`src/rtl/tmr_pkg.sv`:
```
package tmr_pkg;
    typedef enum logic {LVL_LO, LVL_HI} lvl_e;
    typedef enum logic {CTL_STOP, CTL_RUN} ctl_e;
    typedef enum logic {FLG_CLEAR, FLG_SET} flg_e;

    localparam logic [2:0] MODE_RESTART = 3'b100;
    localparam logic [4:0] SRC_PIN     = 5'b00101;
endpackage

```
`src/rtl/trig_sync.sv`:
```
module trig_sync
    import tmr_pkg::*;
#(
    parameter int SYNC_STAGES = 2
) (
    input  logic clk,
    input  logic rst_n,
    input  logic din,
    input  logic edge_inv,
    input  logic edge_both,
    output logic hit
);
    logic [SYNC_STAGES-1:0] chain;
    logic                   sync;
    lvl_e                   lvl_q, lvl_d;
    logic                   rise, fall;

    // synchroniser chain
    always_ff @(posedge clk or negedge rst_n) begin
        if (!rst_n) chain <= '0;
        else        chain <= {chain[SYNC_STAGES-2:0], din};
    end
    assign sync = chain[SYNC_STAGES-1];

    // level state register
    always_ff @(posedge clk or negedge rst_n) begin
        if (!rst_n) lvl_q <= LVL_LO;
        else        lvl_q <= lvl_d;
    end

    // next-state and edge outputs
    always_comb begin
        lvl_d = lvl_q;
        rise  = 1'b0;
        fall  = 1'b0;
        unique case (lvl_q)
            LVL_LO: if (sync)  begin lvl_d = LVL_HI; rise = 1'b1; end
            LVL_HI: if (!sync) begin lvl_d = LVL_LO; fall = 1'b1; end
        endcase
    end

    // edge choice
    always_comb begin
        if (edge_both)     hit = rise | fall;
        else if (edge_inv) hit = fall;
        else               hit = rise;
    end

    a_r5_single_dir: assert property (@(posedge clk) disable iff (!rst_n)
        (hit && !edge_both && !edge_inv) |-> (sync && lvl_q == LVL_LO));
endmodule

```
`src/rtl/slave_ctl.sv`:
```
module slave_ctl
    import tmr_pkg::*;
(
    input  logic       clk,
    input  logic       rst_n,
    input  logic       cnt_en,
    input  logic       hit,
    input  logic [2:0] slv_mode,
    input  logic [4:0] trig_sel,
    input  logic       flag_clr,
    input  logic       tie,
    input  logic       tde,
    output logic       run,
    output logic       trig_evt,
    output logic       trig_flag,
    output logic       irq,
    output logic       dma_req
);
    ctl_e ctl_q, ctl_d;
    flg_e flg_q, flg_d;
    logic dma_q;

    // state registers
    always_ff @(posedge clk or negedge rst_n) begin
        if (!rst_n) begin
            ctl_q <= CTL_STOP;
            flg_q <= FLG_CLEAR;
            dma_q <= 1'b0;
        end else begin
            ctl_q <= ctl_d;
            flg_q <= flg_d;
            dma_q <= trig_evt & tde;
        end
    end

    // run machine
    always_comb begin
        ctl_d = ctl_q;
        unique case (ctl_q)
            CTL_STOP: if (cnt_en)  ctl_d = CTL_RUN;
            CTL_RUN:  if (!cnt_en) ctl_d = CTL_STOP;
        endcase
    end

    // trigger qualification
    assign trig_evt = (ctl_q == CTL_RUN) && (slv_mode == MODE_RESTART)
                      && (trig_sel == SRC_PIN) && hit;

    // flag machine: a new trigger wins over the clear
    always_comb begin
        flg_d = flg_q;
        unique case (flg_q)
            FLG_CLEAR: if (trig_evt)              flg_d = FLG_SET;
            FLG_SET:   if (flag_clr && !trig_evt) flg_d = FLG_CLEAR;
        endcase
    end

    // outputs
    always_comb begin
        run       = (ctl_q == CTL_RUN);
        trig_flag = (flg_q == FLG_SET);
        irq       = trig_flag & tie;
        dma_req   = dma_q;
    end

    a_r9_sticky: assert property (@(posedge clk) disable iff (!rst_n)
        (trig_flag && !flag_clr) |=> trig_flag);
    a_r9_collide: assert property (@(posedge clk) disable iff (!rst_n)
        (hit && run && slv_mode == MODE_RESTART && trig_sel == SRC_PIN && flag_clr) |=> trig_flag);
    a_r10_dma_flag: assert property (@(posedge clk) disable iff (!rst_n)
        dma_req |-> trig_flag);
    a_r11_stopped: assert property (@(posedge clk) disable iff (!rst_n)
        (!run && !trig_flag) |=> !trig_flag);
endmodule

```
`src/rtl/count_core.sv`:
```
module count_core #(
    parameter int CNT_W = 16,
    parameter int PSC_W = 16
) (
    input  logic             clk,
    input  logic             rst_n,
    input  logic             run,
    input  logic             clr,
    input  logic [PSC_W-1:0] psc_div,
    input  logic [CNT_W-1:0] arr,
    output logic [CNT_W-1:0] cnt,
    output logic             ovf
);
    logic [PSC_W-1:0] psc_q;
    logic [CNT_W-1:0] cnt_q;
    logic             step;

    assign step = run && (psc_q >= psc_div);
    assign ovf  = step && !clr && (cnt_q == arr);
    assign cnt  = cnt_q;

    always_ff @(posedge clk or negedge rst_n) begin
        if (!rst_n) begin
            psc_q <= '0;
            cnt_q <= '0;
        end else if (clr) begin
            psc_q <= '0;
            cnt_q <= '0;
        end else if (step) begin
            psc_q <= '0;
            cnt_q <= (cnt_q == arr) ? '0 : cnt_q + 1'b1;
        end else if (run) begin
            psc_q <= psc_q + 1'b1;
        end
    end

    a_r6_clear: assert property (@(posedge clk) disable iff (!rst_n)
        clr |=> (cnt_q == '0 && psc_q == '0));
    a_r3_wrap: assert property (@(posedge clk) disable iff (!rst_n)
        (run && !clr && psc_q >= psc_div && cnt_q == arr) |=> (cnt_q == '0));
    a_r2_hold: assert property (@(posedge clk) disable iff (!rst_n)
        (!run && !clr) |=> $stable(cnt_q));
endmodule

```
`src/rtl/preload_bank.sv`:
```
module preload_bank #(
    parameter int CNT_W  = 16,
    parameter int NUM_CH = 2
) (
    input  logic                    clk,
    input  logic                    rst_n,
    input  logic                    load,
    input  logic [CNT_W-1:0]        arr_pre,
    input  logic [NUM_CH*CNT_W-1:0] ccr_pre,
    output logic [CNT_W-1:0]        arr_act,
    output logic [NUM_CH*CNT_W-1:0] cmp_act
);
    logic [CNT_W-1:0] cmp_q [NUM_CH];

    always_ff @(posedge clk or negedge rst_n) begin
        if (!rst_n) begin
            arr_act <= '1;
            for (int ch = 0; ch < NUM_CH; ch++) cmp_q[ch] <= '1;
        end else if (load) begin
            arr_act <= arr_pre;
            for (int ch = 0; ch < NUM_CH; ch++) cmp_q[ch] <= ccr_pre[ch*CNT_W +: CNT_W];
        end
    end

    for (genvar ch = 0; ch < NUM_CH; ch++) begin : g_out
        assign cmp_act[ch*CNT_W +: CNT_W] = cmp_q[ch];
    end
endmodule

```
`src/rtl/slave_reset_timer.sv`:
```
module slave_reset_timer
    import tmr_pkg::*;
#(
    parameter int CNT_W  = 16,
    parameter int PSC_W  = 16,
    parameter int NUM_CH = 2
) (
    input  logic                    clk,
    input  logic                    rst_n,
    input  logic                    cnt_en,
    input  logic                    trig_in,
    input  logic                    edge_inv,
    input  logic                    edge_both,
    input  logic [2:0]              slv_mode,
    input  logic [4:0]              trig_sel,
    input  logic                    urs,
    input  logic [PSC_W-1:0]        psc_div,
    input  logic [CNT_W-1:0]        arr_pre,
    input  logic [NUM_CH*CNT_W-1:0] ccr_pre,
    input  logic                    tie,
    input  logic                    tde,
    input  logic                    flag_clr,
    output logic [CNT_W-1:0]        cnt,
    output logic                    uev,
    output logic                    trig_flag,
    output logic                    irq,
    output logic                    dma_req,
    output logic [CNT_W-1:0]        arr_act,
    output logic [NUM_CH*CNT_W-1:0] cmp_act
);
    logic hit, run, trig_evt, ovf, load, uev_q;

    trig_sync #(.SYNC_STAGES(2)) u_sync (
        .clk(clk), .rst_n(rst_n), .din(trig_in),
        .edge_inv(edge_inv), .edge_both(edge_both), .hit(hit)
    );

    slave_ctl u_ctl (
        .clk(clk), .rst_n(rst_n), .cnt_en(cnt_en), .hit(hit),
        .slv_mode(slv_mode), .trig_sel(trig_sel), .flag_clr(flag_clr),
        .tie(tie), .tde(tde), .run(run), .trig_evt(trig_evt),
        .trig_flag(trig_flag), .irq(irq), .dma_req(dma_req)
    );

    count_core #(.CNT_W(CNT_W), .PSC_W(PSC_W)) u_cnt (
        .clk(clk), .rst_n(rst_n), .run(run), .clr(trig_evt),
        .psc_div(psc_div), .arr(arr_act), .cnt(cnt), .ovf(ovf)
    );

    // update sources
    assign load = ovf | (trig_evt & ~urs);

    preload_bank #(.CNT_W(CNT_W), .NUM_CH(NUM_CH)) u_pre (
        .clk(clk), .rst_n(rst_n), .load(load), .arr_pre(arr_pre),
        .ccr_pre(ccr_pre), .arr_act(arr_act), .cmp_act(cmp_act)
    );

    always_ff @(posedge clk or negedge rst_n) begin
        if (!rst_n) uev_q <= 1'b0;
        else        uev_q <= load;
    end
    assign uev = uev_q;

    a_r7_update: assert property (@(posedge clk) disable iff (!rst_n)
        (trig_evt && !urs) |=> (uev && arr_act == $past(arr_pre) && cnt == '0));
    a_r8_quiet: assert property (@(posedge clk) disable iff (!rst_n)
        (trig_evt && urs && !ovf) |=> (!uev && $stable(arr_act) && $stable(cmp_act)));
endmodule

```
`config.mk`:
```
export PLATFORM = sky130hd
export DESIGN_NAME = slave_reset_timer
export DESIGN_NICKNAME = d
export VERILOG_FILES = /design/src/rtl/tmr_pkg.sv /design/src/rtl/trig_sync.sv /design/src/rtl/slave_ctl.sv /design/src/rtl/count_core.sv /design/src/rtl/preload_bank.sv /design/src/rtl/slave_reset_timer.sv
export SDC_FILE = /design/constraint.sdc
export NUM_CORES = 1
export LEC_CHECK = 0
export ABC_AREA = 0
export CORE_MARGIN = 5
export CORE_UTILIZATION = 47
export DETAILED_ROUTE_END_ITERATION = 12
export PLACE_DENSITY = 0.81
export REMOVE_ABC_BUFFERS = 1
export SLEW_MARGIN = 5
export SYNTH_ARGS = -nofsm -noshare
export SYNTH_HDL_FRONTEND = slang
export SYNTH_SLANG_ARGS = --single-unit
```
`constraint.sdc`:
```
create_clock -name clk -period 3.6 [get_ports clk]
set_input_delay 0.36 -clock clk [delete_from_list [all_inputs] [get_ports clk]]
set_output_delay 0.36 -clock clk [all_outputs]
set_load 0.01 [all_outputs]
```
* Word-level counts from Yosys, hierarchy flattened *
Cells that the tools add are included.

storage, ports and cells
  bits in registers = 87
  input port bits = 82
  output and inout bits = 68
  logic and storage cells = 50

operators by class
  $add $sub $neg = 2
  order comparisons = 1
  equality and inequality tests = 3
  multiplexer cells = 16
  bitwise gates (word level) = 7
  reduce and logical (&&, ||, !) cells = 10

operators with widths
  cell                                                              number
  16-bit two-way mux                                                6
  16-bit by 1-bit adder with 16-bit output (second input constant)  2
  16-bit == test                                                    1
  16-bit greater-or-equal comparator                                1
  1-bit two-way mux                                                 9
  1-bit logical AND                                                 7
  5-bit by 3-bit == test with 1-bit output (second input constant)  1
  1-bit bitwise AND                                                 3
  3-bit == test (second input constant)                             1
  3-bit nonzero test                                                1
  1-bit NOT                                                         2
  1-bit OR                                                          2
  1-bit case mux with 2 select lines                                1
  2-bit nonzero test                                                1
  1-bit logical NOT                                                 1

* Depth between registers and ports, before layout *
Gate-level depths: netlist (run 1).

  depth after elaboration = 9
  depth in mapped cells = 10

* By module *
From an unflattened synthesis (run 1), not the netlist that was laid out.

unflattened totals
  cells, all modules = 404
  area, all modules = 4,663.2 um2

modules (own cells, without submodules)
  module             times used  cells an instance  area each (um2)  seq. area each (um2)
  count_core         1           279                2,411.1          800.8
  preload_bank       1           101                1,920.6          1,261.2
  slave_ctl          1           12                 167.7            75.1
  trig_sync          1           9                  127.6            75.1
  slave_reset_timer  1           3                  36.3             25.0

* Least setup slack after synthesis (run 1) *
No wires, ideal clock.

  path kind = flip-flop to flip-flop
  start = reg u_cnt.psc_q[0]
  end = reg u_pre.arr_act[10]
  arrival = 2,629 ps
  required time = 3,518 ps
  path slack = 889 ps
  cell stages (with the launch flop) = 11
  buffers on the path = 2
  period minus slack after synthesis = 2,711 ps
  cells stage by stage = dfrtp_1 > inv_1 > ha_1 > nand2b_1 > a2111oi_2 > o311ai_1 > a2111o_1 > a31oi_4 > buf_6 > buf_12 > mux2_4

on the way
  longest elaborated chain between the ends = 5

ends and longest elaborated chain
  what                                RTL line                 source
  start: declaration                  count_core.sv:14         logic [PSC_W-1:0] psc_q;
  start signal: assignment            count_core.sv:33         psc_q <= psc_q + 1'b1;
  16-bit greater-or-equal comparator  count_core.sv:18         assign step = run && (psc_q >= psc_div);
  1-bit logical AND                   count_core.sv:18
  1-bit logical AND (2 in a row)      count_core.sv:19         assign ovf = step && !clr && (cnt_q == arr);
  1-bit OR                            slave_reset_timer.sv:51  assign load = ovf | (trig_evt & ~urs);
  end signal: assignment              preload_bank.sv:20       arr_act <= arr_pre;
  end: declaration                    preload_bank.sv:10       output logic [CNT_W-1:0] arr_act,

Every way passes these cells.
A chain may end at the register's enable or synchronous reset.

* Worst setup path after layout (run 1) *
  start = reg u_cnt.psc_q[0]
  end = reg u_pre.cmp_q (netlist bit u_pre.cmp_act[23])

on the way
  longest elaborated chain between the ends = 5

ends and longest elaborated chain
  what                                RTL line                 source
  16-bit greater-or-equal comparator  count_core.sv:18
  1-bit logical AND                   count_core.sv:18
  1-bit logical AND (2 in a row)      count_core.sv:19
  1-bit OR                            slave_reset_timer.sv:51
  end: declaration                    preload_bank.sv:13       logic [CNT_W-1:0] cmp_q [NUM_CH];

Every way passes these cells.

==> results by stage, run 1 <==
Status:
- The run finished with clean final reports.

Floorplan:
- During I/O placement, the number of pins put on the boundary was 150.
- From left edge to right edge, the die measures 110 um.
- The die outline area is 12000 um^2.
- In this run the core area contains 36 standard-cell rows.
- The initial utilization of the core area, before any placement, comes to 0.479.
- The floorplan core area is 9730 um^2.
- The die is 110 um tall.

Clocking:
- Clock tree synthesis inserted a total of 9 buffers.
- The post-cts repair resize count is 0.
- For this design, the sink count on the clock tree is 87.
- The root buffer cell is sky130_fd_sc_hd__clkbuf_8.
- The CTS tree is yes.
- For this design, the CTS-stage hold fixing added 0 buffers.
- The buffer count from post-CTS setup fixing is 0.
- The insertion delay to the later sink of the worst-skew pair is 0.36 ns.
- In this run the number of H-tree levels came out at 3.
- Clock-pin slew was measured on the worst setup and hold paths at 0.09 ns.
- In this run the deepest clock path goes through 2 buffers.

Route:
- Across all layers, the routed design uses 3771 vias.
- Using the TritonRoute via totals, the vias-per-cell ratio works out to 5.42.
- The routed wire length is 12100 um.
- The final antenna-violating net count is 0.
- The routed length per instance is 17.3 um.
- The post-route DRC violation count is 0.
- The DRC marker count from the first detailed-route iteration is 240.
- The first detailed-routing pass took 5 iterations.

Timing:
- The number of hold violations in the final report is 0.
- The relative slew slack is 0.565.
- The final count of pins violating max slew is 0.
- At the pin with the least slew margin, the transition time is 0.646 ns.
- Setup violations remaining at the end of the flow were counted as 0.
- The worst hold margin is 0.0263 ns.
- Based on the critical path, the design can be clocked at up to 322 MHz.
- The slack of the critical path is 0.495 ns.
- Subtracting the final worst setup slack from the clock period gives 3.10 ns.
- Setup repair after global routing left no endpoint under its margin.
- The setup skew after layout is 0.0108 ns.
- The fraction of the cycle the final worst path needs is 0.862.

Placement:
- The final HPWL from detailed placement is 9040 um.
- The placement-stage worst setup slack is 0.256 ns.
- The total of buffers placed on input and output ports is 149.
- The final estimated routing congestion in global placement is 0.841.

Power:
- The maximum vdd drop is 194 uV.
- Of the total power, registers draw 0.471.
- The combinational share of power is 0.243.
- In this run the static leakage power is 2.79 nW.
- The power per standard cell area is 388 nW/um^2.
- The clock share of power is 0.286.
- The power after layout is 2.52 mW.
- The internal portion of total power is 1.75 mW.
- Of the total power, the share spent switching nets is 0.305.
- Summed over all nets, the switching power comes to 770 uW.

Synth:
- The area of the mapped netlist is 4660 um^2.
- The number of warning messages in the yosys log is 0.
- The share of synthesized registers carrying an async set or reset is 1.00.
- The number of standard cells after synthesis is 410.
- The synthesized area per cell is 11.4 um^2.
- For this run, the leading register cell type out of synthesis is sky130_fd_sc_hd__dfstp_2.
- For this run, the register share of the synthesized area comes to 0.480.
- Synthesis inferred 87 register bits.
- In this run, synthesis inferred 0 flip-flops with an integrated enable.
- The unique cell type count in the Yosys netlist is 48.

Worst setup path:
- In this run the worst path has a maximum fanout of 48.
- Walking the worst path, the cells encountered are inv_1 -> ha_1 -> nand2b_1 -> a2111oi_2 -> o311ai_1 -> a2111o_1 -> a31oi_4 -> buf_12 -> mux2_2.
- The total buffers and inverters traversed by the critical path is 2.
- The worst setup path is launched from a register.
- Data on the critical path is required at its endpoint by 3.89 ns.
- The element type at the critical path end is a register.
- On the worst path, the slowest cell contributes a delay of 0.51 ns.
- In this design, the largest share of critical-path delay is due to compound AO/OA/AOI/OAI gates.
- The worst register-to-register path has a setup slack of 0.50 ns.
- For the worst setup path, the data arrival time is 3.39 ns.
- The classification of the worst setup path is register to register.
- For this design, the slowest cell found on the critical path is sky130_fd_sc_hd__a2111o_1.

Min path:
- The min-delay analysis places its worst path in the category input port to asynchronous set/reset pin.

Final layout:
- The most common cell after layout, fill and taps aside is sky130_fd_sc_hd__clkdlybuf4s50_1.
- The number of fill cells is 746.
- The share of cells above drive strength 1 is 0.229.
- The area growth from synthesis to layout is 39.6%.
- In the layout the commonest cells are sky130_fd_sc_hd__clkdlybuf4s50_1 (148), sky130_fd_sc_hd__dfstp_2 (48), sky130_fd_sc_hd__dfrtp_1 (39), sky130_fd_sc_hd__nor2_1 (31), sky130_fd_sc_hd__mux2_2 (29).
- The number of nets in the layout is 660.
- The diode insertion count for antenna repair is 0.

Flow run:
- Across the run, the number of max-cap violations was 0.

Global route:
- The first global-routing pass estimated 19700 um of wire.
- The global-route total usage across every layer is 0.213.
- Entering global routing, the biggest net connects 52 pins.
- For this run the aggregate overflow at the end of global routing stands at 0.
- The number of antenna violations at the first check in global routing is 0.
- The via count of the first global-routing pass is 3994.
-- layer usage --
layer  up-vias  wire length [um]  global-route usage
met2       178              5760               0.351
met4         0               131              0.0677
met3        11              1540               0.102
li1       1759                 -                   -
met1      1823              4650               0.243
met5         -                 0                   0
-- cell type report --
cell class                      instances  area, um^2  area share
Clock buffer                           13         201      0.0309
Multi-Input combinational cell        278        2230       0.342
Clock inverter                          3        18.8     0.00288
Sequential cell                        87        2240       0.344
Tap cell                              133         166      0.0256
Timing Repair Buffer                  158        1570       0.241
Inverter                               24        90.1      0.0138
-- power groups by stage --
stage	Combinational, mW	Sequential, mW	Clock (mW)
6_report	0.613	1.19	0.722
5_1_grt	0.682	1.21	0.788
4_1_cts	0.621	1.19	0.742
3_5_place_dp	0.612	1.20	0
3_3_place_gp	0.585	1.20	0
2_1_floorplan	0.316	1.18	0
-- stage by stage --
stage | util | area, um^2 | std cells | TNS (ns)
finish | 0.669 | 6510 | 696 | 0
global route | 0.669 | 6510 | 696 | 0
CTS | 0.669 | 6510 | 696 | 0
detailed placement | 0.647 | 6290 | 680 | 0
global placement | 0.647 | 6290 | 680 | 0
floorplan | - | 4540 | 389 | -2.09
-- sequential cells by signal (all words and copies together), names as in the netlist --
name and flops:
u_sync.lvl_q 1, u_pre.arr_act 16, uev 1, u_ctl.dma_req 1, u_cnt.psc_q 16, u_ctl.run 1
u_ctl.trig_flag 1, u_pre.cmp_act 32, u_sync.chain 2, u_cnt.cnt 16
-- kinds of logic after synthesis --
kind of cell / synth area share
xor gates and xnor gates: 0.0526
AOI/OAI and AO/OA: 0.0920
buffers and inverters: 0.0464
and+or+nand+nor: 0.139
DFF: 0.480
adders and majority gates: 0.0536
muxes: 0.137
-- cells in the mapped netlist (2+ instances only) --
cell                         n  area share
sky130_fd_sc_hd__dfstp_2    48        0.27
sky130_fd_sc_hd__dfrtp_1    39        0.21
sky130_fd_sc_hd__nor2_1     31       0.025
sky130_fd_sc_hd__mux2_2     29       0.070
sky130_fd_sc_hd__inv_1      24       0.019
sky130_fd_sc_hd__nand2_1    23       0.019
sky130_fd_sc_hd__nand4_1    23       0.031
sky130_fd_sc_hd__ha_1       20       0.054
sky130_fd_sc_hd__mux2_4     20       0.064
sky130_fd_sc_hd__xnor2_1    19       0.036
sky130_fd_sc_hd__o211ai_1   17       0.027
sky130_fd_sc_hd__clkbuf_1   16       0.013
sky130_fd_sc_hd__nand3_1    15       0.016
sky130_fd_sc_hd__xor2_1      9       0.017
sky130_fd_sc_hd__and3_1      8       0.011
sky130_fd_sc_hd__a21oi_1     7      0.0075
sky130_fd_sc_hd__o21ai_0     7      0.0075
sky130_fd_sc_hd__a31oi_1     5      0.0067
sky130_fd_sc_hd__and2_1      5      0.0067
sky130_fd_sc_hd__nor2b_1     5      0.0067
sky130_fd_sc_hd__o311ai_0    5      0.0094
sky130_fd_sc_hd__or3_1       4      0.0054
sky130_fd_sc_hd__nand3b_1    3      0.0048
sky130_fd_sc_hd__a2111oi_2   2      0.0064
sky130_fd_sc_hd__buf_12      2      0.0086
sky130_fd_sc_hd__buf_4       2      0.0032
-- path summary, 6_finish.rpt --
path,start,end,cells after the start
max in group asynchronous,rst_n,u_pre.cmp_act[23],2
max reg2reg,u_cnt.psc_q[0],u_pre.cmp_act[23],9
min,rst_n,u_sync.lvl_q,1
max,u_cnt.psc_q[0],u_pre.cmp_act[23],9
min reg2reg,u_sync.chain[0],u_sync.chain[1],0
min in group clk,u_sync.chain[0],u_sync.chain[1],0
Note: power is estimated with default switching activity, not from simulation.
==> run 2, diff against run 1 <==
--- a/config.mk
+++ b/config.mk
@@ -11,6 +11,7 @@
 export DETAILED_ROUTE_END_ITERATION = 12
 export PLACE_DENSITY = 0.81
 export REMOVE_ABC_BUFFERS = 1
+export SETUP_SLACK_MARGIN = 0.3
 export SLEW_MARGIN = 5
 export SYNTH_ARGS = -nofsm -noshare
 export SYNTH_HDL_FRONTEND = slang
==> results of run 2 <==
Same layout as run 1: the final DEF is identical, and so are final timing and power.
==> run 3, diff against run 2 <==
--- a/config.mk
+++ b/config.mk
@@ -10,8 +10,10 @@
 export CORE_UTILIZATION = 47
 export DETAILED_ROUTE_END_ITERATION = 12
 export PLACE_DENSITY = 0.81
+export RECOVER_POWER = 50
 export REMOVE_ABC_BUFFERS = 1
 export SETUP_SLACK_MARGIN = 0.3
+export SKIP_LAST_GASP = 1
 export SLEW_MARGIN = 5
 export SYNTH_ARGS = -nofsm -noshare
 export SYNTH_HDL_FRONTEND = slang
==> results by stage, run 3 (synthesized netlist as in run 1, its figures left out) <==
Floorplan:
- The floorplan step defined a die boundary enclosing 12000 um^2.
- The floorplan step defined a core boundary enclosing 9730 um^2.
- The initial core utilization is 0.479.
- Measured along the y axis, the die boundary spans 110 um.
- The initialized floorplan defines 36 standard-cell rows.
- From left edge to right edge, the die measures 110 um.
- The number of placed I/O pins is 150.

Timing:
- Setup violations remaining at the end of the flow were counted as 0.
- In the finished design, the share of the clock period the worst path needs comes to 0.864.
- Headroom to the max-slew limit came out at -0.850.
- Adding up every negative setup slack in the final design gives 0 ns.
- The slack of the critical path is 0.489 ns.
- Setup repair after global routing left no endpoint under its margin.
- On the final layout, the worst hold slack is 0.356 ns.
- The number of hold violations in the final report came to 0.
- The final count of pins violating max slew is 52.
- The setup skew after layout is 0.0111 ns.
- Counting I/O delays and the setup requirement, the final critical path takes 3.11 ns.
- The fmax is 321 MHz.
- At the pin with the least slew margin, the transition time is 2.77 ns.

Placement:
- Once placement finished, the instance area stood at 6290 um^2.
- The number of placed instances, taps included is 680.
- The placement-stage worst setup slack is 0.256 ns.
- The final HPWL from detailed placement is 9040 um.
- The count of buffers added on input and output ports is 149.
- The final estimated routing congestion in global placement is 0.841.

Clocking:
- The number of sinks handled by clock tree synthesis is 87.
- The number of buffers inserted by hold repair at cts is 0.
- The root buffer cell is sky130_fd_sc_hd__clkbuf_8.
- After clock tree synthesis, the clock-pin slew on the worst setup and hold paths is 0.09 ns.
- The CTS tree is yes.
- TritonCTS created 9 clock buffers.
- The largest buffer count on any clock path is 2.
- In this run the number of H-tree levels came out at 3.
- The buffer count from post-CTS setup fixing is 0.
- Gates resized during post-CTS repair numbered 0.
- The insertion delay to the later sink of the worst-skew pair is 0.36 ns.

Power:
- For this design the static power due to leakage is 2.87 nW.
- Across the VDD grid, the largest voltage drop is 194 uV.
- Overall power consumption after layout is estimated at 2.52 mW.
- For this design the ratio of total power to cell area is 388 nW/um^2.

Route:
- The post-route DRC violation count is 0.
- The via total after detailed routing is 3757.
- The DRC marker count from the first detailed-route iteration is 228.
- The pre-antenna-repair detailed-routing pass consisted of 4 iterations.
- In this run the remaining antenna-violating nets after routing total 0.
- Summed over all layers, the routed wires come to 12100 um.
- The ratio of routed vias to standard cells is 5.40.
- The routed length per instance is 17.4 um.

Global route:
- The most used routing layer is met2.
- The global-route total usage across every layer is 0.213.
- The global-route wire length before repair is 19700 um.
- The met2 usage in global routing is 0.351.
- The number of antenna violations at the first check in global routing is 0.
- The via count of the first global-routing pass was 3994.
- The met3 track demand over resource in global routing is 0.102.
- The sum of overflow across all layers after global routing is 0.
- In the global route stage, met1 resource usage came out at 0.243.
- Entering global routing, the biggest net connects 52 pins.

Final layout:
- The most common cell after layout, fill and taps aside is sky130_fd_sc_hd__clkdlybuf4s50_1.
- The post-layout instance area is 6500 um^2.
- The top cell types in the final layout, fill and taps aside, are sky130_fd_sc_hd__clkdlybuf4s50_1 (117), sky130_fd_sc_hd__dfstp_2 (48), sky130_fd_sc_hd__dfrtp_1 (39), sky130_fd_sc_hd__nor2_1 (31), sky130_fd_sc_hd__dlygate4sd3_1 (31).
- The number of antenna diodes in the final layout is 0.
- The number of nets in the layout is 660.
- The count of cells in the finished layout, fillers not included, comes to 696.
- The area growth from synthesis to layout is 39.4%.
- At the end of the flow the core is filled with cells to 0.668.
- In the final layout, the share of cells above drive strength 1 is 0.226.
- The register with the most flip-flops in the layout has 32 of them.

Worst setup path:
- The critical path data arrival time is 3.39 ns.
- In this design, the stage delay of the slowest critical-path cell is 0.51 ns.
- On the critical path, the stage with the largest delay is an instance of sky130_fd_sc_hd__a2111o_1.
- The worst setup path is captured at a register.
- The classification of the worst setup path is register to register.
- In this run the worst path has a maximum fanout of 48.
- The critical path contains buffers and inverters numbering 2 combined.
- The worst setup path is launched from a register.
- STA puts the critical path data required time at 3.88 ns.
- Broken down by cell family, the worst path's largest delay share belongs to compound AO/OA/AOI/OAI gates.
- Walking the worst path, the cells encountered are inv_1 -> ha_1 -> nand2b_1 -> a2111oi_2 -> o311ai_1 -> a2111o_1 -> a31oi_4 -> buf_12 -> mux2_2.

Min path:
- The class of the tightest hold or removal check is register to register.

Flow run:
- Across the run, the number of max-cap violations was 1.

Status:
- The run finished, with violations left.
- The checks that failed: capacitance limit, slew limit.
-- run 3: cell count changes in the layout (fill, tap and decap cells not counted), sizes merged --
cell and delta:
buf -2, clkbuf +2, clkdlybuf4s50 -31, dlygate4sd3 +31
-- run 3: where the power goes --
group	internal, mW	total [mW]	switching [mW]
clock network	0.372	0.722	0.350
logic	0.320	0.609	0.289
registers	1.06	1.19	0.132
-- run 3: final timing paths --
| check | from | to | slack [ns] | cells after the start |
|---|---|---|---|---|
| max in group asynchronous | rst_n | u_pre.cmp_act[23] | 0.76 | 2 |
| min in group asynchronous | rst_n | u_sync.lvl_q | 0.88 | 1 |
| worst min register to register | u_sync.chain[0] | u_sync.chain[1] | 0.36 | 0 |
| worst max register to register | u_cnt.psc_q[0] | u_pre.cmp_act[23] | 0.49 | 9 |
| worst max-delay path | u_cnt.psc_q[0] | u_pre.cmp_act[23] | 0.49 | 9 |
| worst min-delay path | u_sync.chain[0] | u_sync.chain[1] | 0.36 | 0 |
-- run 3: cell type report --
class | instances | area (um^2)
clock buffers | 13 | 201
flip-flops and latches | 87 | 2240
repair buffers | 158 | 1560
clock inverters | 3 | 18.8
well taps | 133 | 166
fillers | 749 | 3230
inverters | 24 | 90.1
multi-input cells | 278 | 2220
-- run 3: layer usage --
layer / routed length (um) / up-vias / share of wire
met4: 174 / 0 / 0.014
met1: 4750 / 1813 / 0.39
li1: - / 1759 / -
met3: 1440 / 16 / 0.12
met5: 0 / - / 0
met2: 5740 / 169 / 0.47
